`src/rtl/srcgw_pkg.sv`:
```
package srcgw_pkg;

  localparam int MODE_W      = 3;
  localparam int CFG_W       = 32;
  localparam int DLG_BIT     = 10;

  localparam logic [MODE_W-1:0] SM_OFF  = 3'd0;
  localparam logic [MODE_W-1:0] SM_RISE = 3'd4;
  localparam logic [MODE_W-1:0] SM_FALL = 3'd5;
  localparam logic [MODE_W-1:0] SM_HIGH = 3'd6;
  localparam logic [MODE_W-1:0] SM_LOW  = 3'd7;

  // Modes 4..7 share bit 2; 6/7 add bit 1; inverted polarity has bit 0
  function automatic logic mode_active(input logic [MODE_W-1:0] m);
    return m[2];
  endfunction

  function automatic logic mode_level(input logic [MODE_W-1:0] m);
    return m[2] & m[1];
  endfunction

  function automatic logic mode_inverted(input logic [MODE_W-1:0] m);
    return m[2] & m[0];
  endfunction

  function automatic logic [MODE_W-1:0] cfg_clean(input logic [CFG_W-1:0] w);
    return w[DLG_BIT] ? SM_OFF : w[MODE_W-1:0];
  endfunction

endpackage

```
`src/rtl/srcgw_id_dec.sv`:
```
module srcgw_id_dec #(
  parameter int NSRC = 12,
  parameter int IDW  = 5
) (
  input  logic            req_i,
  input  logic [IDW-1:0]  id_i,
  output logic [NSRC:1]   hit_o
);

  // Source 0 and numbers above NSRC never match any slot
  for (genvar s = 1; s <= NSRC; s++) begin : g_hit
    assign hit_o[s] = req_i && (id_i == IDW'(s));
  end

endmodule

```
`src/rtl/srcgw_cell.sv`:
```
module srcgw_cell
  import srcgw_pkg::*;
(
  input  logic              clk,
  input  logic              rst_n,
  input  logic              level_i,
  input  logic              cfg_we_i,
  input  logic [MODE_W-1:0] cfg_mode_i,
  input  logic              ip_set_i,
  input  logic              ip_clr_i,
  input  logic              ie_set_i,
  input  logic              ie_clr_i,
  output logic [MODE_W-1:0] mode_o,
  output logic              pend_o,
  output logic              en_o,
  output logic              in_o
);

  logic [MODE_W-1:0] mode_q;
  logic              lat_q;
  logic              pend_q;
  logic              en_q;

  logic hw_hit;
  logic sw_set_ok;
  logic sw_clr_ok;
  logic pend_d;

  always_comb begin
    unique case (mode_q)
      SM_RISE: hw_hit = level_i & ~lat_q;
      SM_FALL: hw_hit = ~level_i & lat_q;
      SM_HIGH: hw_hit = level_i;
      SM_LOW:  hw_hit = ~level_i;
      default: hw_hit = 1'b0;
    endcase
  end

  // Level sources accept a set only while the old sample sits at its asserted level
  always_comb begin
    sw_set_ok = ip_set_i & mode_active(mode_q);
    sw_clr_ok = ip_clr_i & mode_active(mode_q) & ~mode_level(mode_q);
    if (mode_level(mode_q) && (lat_q == mode_inverted(mode_q)))
      sw_set_ok = 1'b0;
  end

  assign pend_d = hw_hit | sw_set_ok | (pend_q & ~sw_clr_ok);

  always_ff @(posedge clk or negedge rst_n) begin
    if (!rst_n) begin
      mode_q <= SM_OFF;
      lat_q  <= 1'b0;
      pend_q <= 1'b0;
      en_q   <= 1'b0;
    end else begin
      lat_q  <= level_i;
      pend_q <= pend_d;
      if (cfg_we_i) mode_q <= cfg_mode_i;
      if (ie_set_i)      en_q <= 1'b1;
      else if (ie_clr_i) en_q <= 1'b0;
    end
  end

  assign mode_o = mode_q;
  assign pend_o = pend_q;
  assign en_o   = en_q;
  assign in_o   = mode_active(mode_q) & (lat_q ^ mode_inverted(mode_q));

endmodule

```
`src/rtl/source_gateway.sv`:
```
module source_gateway
  import srcgw_pkg::*;
#(
  parameter int NSRC = 12,
  parameter int IDW  = 5
) (
  input  logic             clk,
  input  logic             rst_n,
  input  logic [NSRC:0]    src_level_i,
  input  logic             cfg_we_i,
  input  logic [IDW-1:0]   cfg_id_i,
  input  logic [31:0]      cfg_wdata_i,
  input  logic [IDW-1:0]   cfg_rid_i,
  output logic [31:0]      cfg_rdata_o,
  input  logic             ip_req_i,
  input  logic             ip_set_i,
  input  logic [IDW-1:0]   ip_id_i,
  input  logic             ie_req_i,
  input  logic             ie_set_i,
  input  logic [IDW-1:0]   ie_id_i,
  output logic [NSRC:0]    pend_o,
  output logic [NSRC:0]    en_o,
  output logic [NSRC:0]    in_o
);

  logic [NSRC:1]              cfg_hit;
  logic [NSRC:1]              ip_hit;
  logic [NSRC:1]              ie_hit;
  logic [NSRC:0][MODE_W-1:0]  mode_w;
  logic [MODE_W-1:0]          cfg_mode;
  logic                       unused_bits;

  assign cfg_mode    = cfg_clean(cfg_wdata_i);
  assign unused_bits = ^{cfg_wdata_i, src_level_i[0]};

  srcgw_id_dec #(.NSRC(NSRC), .IDW(IDW)) u_cfg_dec (
    .req_i(cfg_we_i), .id_i(cfg_id_i), .hit_o(cfg_hit));
  srcgw_id_dec #(.NSRC(NSRC), .IDW(IDW)) u_ip_dec (
    .req_i(ip_req_i), .id_i(ip_id_i), .hit_o(ip_hit));
  srcgw_id_dec #(.NSRC(NSRC), .IDW(IDW)) u_ie_dec (
    .req_i(ie_req_i), .id_i(ie_id_i), .hit_o(ie_hit));

  assign mode_w[0] = SM_OFF;
  assign pend_o[0] = 1'b0;
  assign en_o[0]   = 1'b0;
  assign in_o[0]   = 1'b0;

  for (genvar s = 1; s <= NSRC; s++) begin : g_src
    srcgw_cell u_cell (
      .clk       (clk),
      .rst_n     (rst_n),
      .level_i   (src_level_i[s]),
      .cfg_we_i  (cfg_hit[s]),
      .cfg_mode_i(cfg_mode),
      .ip_set_i  (ip_hit[s] & ip_set_i),
      .ip_clr_i  (ip_hit[s] & ~ip_set_i),
      .ie_set_i  (ie_hit[s] & ie_set_i),
      .ie_clr_i  (ie_hit[s] & ~ie_set_i),
      .mode_o    (mode_w[s]),
      .pend_o    (pend_o[s]),
      .en_o      (en_o[s]),
      .in_o      (in_o[s])
    );
  end

  // Read mux: unknown numbers fall through to zero
  always_comb begin
    cfg_rdata_o = '0;
    for (int s = 1; s <= NSRC; s++) begin
      if (cfg_rid_i == IDW'(s)) cfg_rdata_o[MODE_W-1:0] = mode_w[s];
    end
  end

endmodule

```
`config.mk`:
```
export PLATFORM = sky130hd
export DESIGN_NAME = source_gateway
export DESIGN_NICKNAME = d
export VERILOG_FILES = /design/src/rtl/srcgw_pkg.sv /design/src/rtl/srcgw_id_dec.sv /design/src/rtl/srcgw_cell.sv /design/src/rtl/source_gateway.sv
export SDC_FILE = /design/constraint.sdc
export NUM_CORES = 1
export LEC_CHECK = 0
export CAP_MARGIN = 40
export CORE_MARGIN = 8
export CORE_UTILIZATION = 52
export CTS_BUF_LIST = sky130_fd_sc_hd__clkbuf_4 sky130_fd_sc_hd__clkbuf_8
export DETAILED_ROUTE_END_ITERATION = 12
export GPL_TIMING_DRIVEN = 1
export PLACE_DENSITY = 0.88
export SKIP_LAST_GASP = 1
export SYNTH_ARGS = -nofsm -noshare
export SYNTH_HDL_FRONTEND = slang
export SYNTH_SLANG_ARGS = --single-unit
```
`constraint.sdc`:
```
create_clock -name clk -period 7.4 [get_ports clk]
set_input_delay 2.22 -clock clk [delete_from_list [all_inputs] [get_ports clk]]
set_output_delay 2.22 -clock clk [all_outputs]
set_load 0.03 [all_outputs]
```
==> results of run 1 <==
synth_stat cells (3+ instances only):
library cell | number | share of area, %
a21oi_1 | 9 | 1.0
a22o_1 | 4 | 0.78
a32o_1 | 10 | 2.2
and3_1 | 14 | 1.9
buf_4 | 68 | 11
clkbuf_1 | 4 | 0.33
dfrtp_1 | 72 | 40
mux2_2 | 52 | 13
mux2i_1 | 3 | 0.67
nand2_1 | 30 | 2.5
nand2b_1 | 12 | 1.7
nand4_1 | 3 | 0.42
nand4b_1 | 11 | 2.1
nor2_1 | 15 | 1.3
nor2b_1 | 23 | 3.2
nor3_1 | 15 | 1.7
nor3b_1 | 5 | 0.84
o21ai_0 | 34 | 3.8
o22ai_1 | 7 | 0.97
xnor2_1 | 12 | 2.3
xor2_1 | 12 | 2.3
area by class of cell:
| class | count | share of cell area (%) |
|---|---|---|
| clock buffer | 9 | 2.35 |
| clock inverter | 7 | 1.47 |
| inverter | 2 | 0.142 |
| multi-input combinational | 329 | 42.8 |
| sequential | 72 | 34.2 |
| tap | 108 | 2.56 |
| timing repair buffer | 88 | 16.5 |
power groups by stage:
stage | registers, mW | clock network (mW) | logic [mW]
2_1_floorplan | 0.516 | 0 | 0.348
3_3_place_gp | 0.534 | 0 | 0.422
3_5_place_dp | 0.539 | 0 | 0.435
4_1_cts | 0.532 | 0.325 | 0.436
5_1_grt | 0.544 | 0.345 | 0.459
6_report | 0.532 | 0.321 | 0.433
registers in the layout (all words and copies together), names as in the netlist:
register,flops
g_src.u_cell.pend_o,12
g_src.u_cell.en_o,12
g_src.u_cell.lat_q,12
g_src.u_cell.mode_o,36
worst paths after layout:
check                                                from                    endpoint  slack (ps)  depth (start not counted)
worst max-delay path                         cfg_rid_i[0]              cfg_rdata_o[1]         500                          7
worst min-delay path               g_src[4].u_cell.pend_o      g_src[4].u_cell.pend_o         510                          1
worst max register to register  g_src[8].u_cell.mode_o[0]      g_src[8].u_cell.pend_o        6120                          4
worst min register to register     g_src[4].u_cell.pend_o      g_src[4].u_cell.pend_o         510                          1
max in group asynchronous                           rst_n  g_src[10].u_cell.mode_o[2]        4930                          3
min in group asynchronous                           rst_n   g_src[4].u_cell.mode_o[1]        1920                          2
cell families (layout without fill, tap and decap cells):
logic type      after synthesis  in the layout  share of synthesized area (%)
mux                          55             55                           13.7
buf+inv                      77            106                           12.3
simple gates                141            141                           18.0
xor+xnor                     24             24                           4.68
compound gates               77             77                           11.1
other cells                   1             32                         0.0834
flops                        72             72                           40.1
critical path: stages:
cell and delay (ps):
clkdlybuf4s50_1 650, buf_4 220, mux2_2 350, a22o_1 180, a221oi_1 250, o21ai_0 180, clkdlybuf4s50_1 630
metrics by stage:
step                worst slack (ps)  power, mW  cells  hold slack, ps  instance area (um2)
floorplan                       1520      0.864    478             457                 4610
global placement                 534      0.956    595             479                 5030
detailed placement               538      0.974    599             482                 5070
CTS                              530       1.29    615             505                 5270
global route                     393       1.35    615             523                 5270
finish                           500       1.29    615             507                 5270
layout by cell type (no fill, tap or decap), types with 14 or more instances in the layout:
cell / Yosys / routed
and3_1: 14 / 14
clkdlybuf4s50_1: 0 / 80
conb_1: 1 / 32
dfrtp_1: 72 / 72
mux2_2: 52 / 52
nand2_1: 30 / 30
nor2_1: 15 / 15
nor2b_1: 23 / 23
nor3_1: 15 / 15
o21ai_0: 34 / 34
routing by layer:
| metal | global-route usage [%] | vias to the layer above |
|---|---|---|
| li1 | - | 1619 |
| met1 | 25.5 | 1732 |
| met2 | 33.6 | 161 |
| met3 | 3.90 | 17 |
| met4 | 6.26 | 0 |
| met5 | 0 | - |
==> flow_summary.json, run 1 <==
{
  "drc_errors": 0,
  "critPathLaunchType": "primary input",
  "n_fill_cell": 729,
  "dr.first_iter.drc_count": 267,
  "antenna_found_initial": 0,
  "cts_buffer_depth": 2,
  "drv_slew": 0,
  "ys_ff_latch": 72,
  "root_buffer": "clkbuf_8",
  "die_x_um": 109,
  "wl_per_cell_um": 19.1,
  "ys.flop_type": "dfrtp_1",
  "drt-met1-wl_mm": 4.92,
  "num_antenna_cells": 0,
  "syn_area_um2": 4500,
  "place_hpwl_mm": 9.20,
  "clock-sinks": 72,
  "ir_drop_mv": 0.150,
  "crit_fanout": 9,
  "yosysSeqAreaShare_pct": 40.1,
  "drive_above_1_share_pct": 15.6,
  "clkPwrFrac_pct": 25.0,
  "io_buffer_count": 81,
  "async_flop_share_pct": 100,
  "grt_max_degree": 38,
  "multiInputGateArea_um2": 2260,
  "comb_power_share_pct": 33.7,
  "max_freq_mhz": 145,
  "worstMarginPinSlew_ps": 785,
  "route.met3.wl_um": 958,
  "relSlewSlack_pct": 47.2,
  "drtPass1Iterations": 6,
  "min_period_ps": 6900,
  "synth_cells": 447,
  "synth_cell_types": 44,
  "route.met2.wl_mm": 5.68,
  "grt_pass1_vias": 3538,
  "final_antenna_net_count": 0,
  "p_leak_nw": 2.26,
  "cts_buffers": 9,
  "finalHoldViolCount": 0,
  "finalSetupTns_ps": 0,
  "gp_congestion": 0.903,
  "finalCritPeriodShare_pct": 93.2,
  "p_per_area_nw_per_um2": 244,
  "swShare_pct": 36.1,
  "drv_cap": 0,
  "cts.clk_slew.worst_paths_ps": 80,
  "regArea_um2": 1800,
  "synth-edff-count": 0,
  "cp.required_ps": 5180,
  "setup_viol": 0,
  "die_area_um2": 11900,
  "syn_avg_cell_area_um2": 10.1,
  "wirelength_mm": 11.7,
  "end_kind": "primary output",
  "power_switching_uw": 464,
  "pwr-share-seq_pct": 41.3,
  "core_area_um2": 8550,
  "final_core_util_pct": 61.7,
  "cts_tree": "yes",
  "status": "finished clean",
  "die_h_um": 109,
  "routed.top_layer": "met4",
  "rsz0062_at_grt": "no",
  "final_nets": 574,
  "io_pins": 143,
  "cts_setup_buffers": 0,
  "vias_per_cell": 5.74,
  "std_cell_rows": 34,
  "holdBufCountCts": 0,
  "start_util_pct": 52.6,
  "grt_usage_pct": 20.1,
  "grt_pass1_wl_mm": 18.5,
  "gr-total-overflow": 0,
  "clock_latency_ps": 350,
  "hold_path_class": "flop to flop",
  "cp.arrival_ps": 4680,
  "path_class": "primary input to primary output",
  "cts_resized": 0,
  "area_growth_pct": 17.3,
  "fin_skew_ps": 5.59,
  "yosys_warnings": 0,
  "h-tree-depth": 3,
  "internal_power_uw": 822,
  "vias": 3529
}
Note: power is estimated with default switching activity, not from simulation.
==> run 2, diff against run 1 <==
GPL_ROUTABILITY_DRIVEN = 0   (was not set)
==> run 2 against run 1 <==
Clock skew grew 5.6 ps. Global-route usage down 1.3 points. Critical path depth is 1 lower. Count of clock-buffer cells in the layout stayed put. Combinational power about the same. Hold slack lost 3.4 ps. Register-to-register slack lost 20 ps. Clock power about the same. Non-clock buffer count shrank 1. Routed wire length down 3.7%. Sequential power hardly changed. Critical path type unchanged. Critical endpoint unchanged.
==> flow_summary.json, run 2 (synthesized netlist as in run 1, its figures left out) <==
{
  "wirelength_mm": 11.3,
  "hold_path_class": "flop to flop",
  "fin_cells": 614,
  "whs_path_depth": 1,
  "cts_resized": 0,
  "layout_common_cells": "clkdlybuf4s50_1, dfrtp_1, mux2_2, o21ai_0, conb_1",
  "worstHoldStart": "g_src[4].u_cell.pend_o",
  "swShare_pct": 36.2,
  "finalCritPeriodShare_pct": 93.6,
  "comb_power_share_pct": 33.7,
  "std_cell_rows": 34,
  "drtPass1Iterations": 8,
  "worst_path_max_delay_cell": "clkdlybuf4s50_1",
  "die_area_um2": 11900,
  "path_class": "primary input to primary output",
  "critical_path_buf_inv_count": 2,
  "cp.arrival_ps": 4710,
  "final_nets": 573,
  "rr_worst_depth": 4,
  "rrSetupSlack_ps": 6100,
  "layout_commonest_cell": "clkdlybuf4s50_1",
  "worstMarginPinSlew_ps": 782,
  "clock_latency_ps": 360,
  "crit_chain": "clkdlybuf4s50_1 > nor2b_1 > a22o_1 > a221oi_1 > o21ai_0 > clkdlybuf4s50_1",
  "critPathLaunchType": "primary input",
  "cts_setup_buffers": 0,
  "h-tree-depth": 3,
  "cp.required_ps": 5180,
  "dp_cells": 598,
  "end_kind": "primary output",
  "setup_viol": 0,
  "wl_per_cell_um": 18.4,
  "hold_path_end": "g_src[4].u_cell.pend_o",
  "vias_per_cell": 5.82,
  "final_antenna_net_count": 0,
  "finalHoldViolCount": 0,
  "min_period_ps": 6930,
  "dr.first_iter.drc_count": 349,
  "drc_errors": 0,
  "cts_tree": "yes",
  "core_area_um2": 8550,
  "clock-sinks": 72,
  "clkPwrFrac_pct": 25.1,
  "critPathTopFamily": "buffers and inverters",
  "io_pins": 143,
  "power_mw": 1.29,
  "internal_power_uw": 822,
  "power_switching_uw": 466,
  "drv_slew": 0,
  "fin_skew_ps": 11.2,
  "root_buffer": "clkbuf_8",
  "cts_buffer_depth": 2,
  "die_h_um": 109,
  "drive_above_1_share_pct": 15.4,
  "grt_usage_pct": 18.8,
  "grt_max_degree": 40,
  "cts_buffers": 9,
  "largest_reg_flops": 36,
  "drv_cap": 0,
  "ir_drop_mv": 0.146,
  "grt_pass1_wl_mm": 17.5,
  "r2r_start": "g_src[2].u_cell.mode_o[0]",
  "max_freq_mhz": 144,
  "p_leak_nw": 2.26,
  "grt_pass1_vias": 3524,
  "holdBufCountCts": 0,
  "finalSetupTns_ps": 0,
  "p_per_area_nw_per_um2": 245,
  "relSlewSlack_pct": 47.4,
  "place_hpwl_mm": 8.90,
  "gr-total-overflow": 0,
  "rsz0062_at_grt": "no",
  "area_growth_pct": 17.1,
  "crit_fanout": 12,
  "critPathMaxStageDelay_ps": 740,
  "num_antenna_cells": 0,
  "r2r-end": "g_src[2].u_cell.pend_o",
  "start_util_pct": 52.6,
  "final_core_util_pct": 61.6,
  "vias": 3571,
  "path_common_cell": "clkdlybuf4s50_1",
  "status": "finished clean",
  "io_buffer_count": 81,
  "antenna_found_initial": 0,
  "cts.clk_slew.worst_paths_ps": 80,
  "pwr-share-seq_pct": 41.2,
  "die_x_um": 109
}
[run 2: cell types whose count changed in the layout (fill, tap and decap cells not counted), sizes merged]
cell / change
buf: -1
clkinvlp: -1
clkinv: +1
[run 2: area by class of cell]
| cell class | instances | area, um2 |
|---|---|---|
| clock buffers | 9 | 124 |
| clock inverters | 7 | 78.8 |
| fillers | 698 | 3280 |
| inverters | 2 | 7.51 |
| multi-input cells | 329 | 2260 |
| flip-flops and latches | 72 | 1800 |
| well taps | 108 | 135 |
| repair buffers | 87 | 863 |
[run 2: stage by stage]
stage | setup WS (ps) | hold WS, ps | area [um2]
after floorplan | 1520 | 457 | 4610
final | 471 | 504 | 5270
after global routing | 348 | 514 | 5270
after CTS | 546 | 508 | 5270
after global placement | 625 | 482 | 5020
after detailed placement | 561 | 486 | 5060
[run 2: how the worst max path moves through the flow]
stage / from / to / depth (start not counted)
floorplan: cfg_rid_i[0] / cfg_rdata_o[1] / 5
global placement: cfg_rid_i[1] / cfg_rdata_o[1] / 6
detailed placement: cfg_rid_i[1] / cfg_rdata_o[2] / 6
CTS: cfg_rid_i[1] / cfg_rdata_o[2] / 6
global route: cfg_rid_i[2] / cfg_rdata_o[2] / 7
finish: cfg_rid_i[1] / cfg_rdata_o[1] / 6
[run 2: routing by layer]
layer  up-vias  track usage [%]  wire, um
met5         -                0         0
met4         0             8.21       290
met3        27             4.20      1170
met2       212             31.7      5500
met1      1707             22.5      4350
li1       1625                -         -
[run 2: worst register-to-register path: stages, from the launching register on]
cell and delay, ps:
dfrtp_1 450, xnor2_1 180, o21ai_0 180, o21ai_0 130
a32o_1 260
[run 2: power groups by stage]
stage	sequential (mW)	combinational, mW	clock [mW]
4_1_cts	0.531	0.436	0.327
5_1_grt	0.543	0.458	0.346
6_report	0.531	0.434	0.323
3_3_place_gp	0.534	0.420	0
2_1_floorplan	0.516	0.348	0
3_5_place_dp	0.540	0.434	0
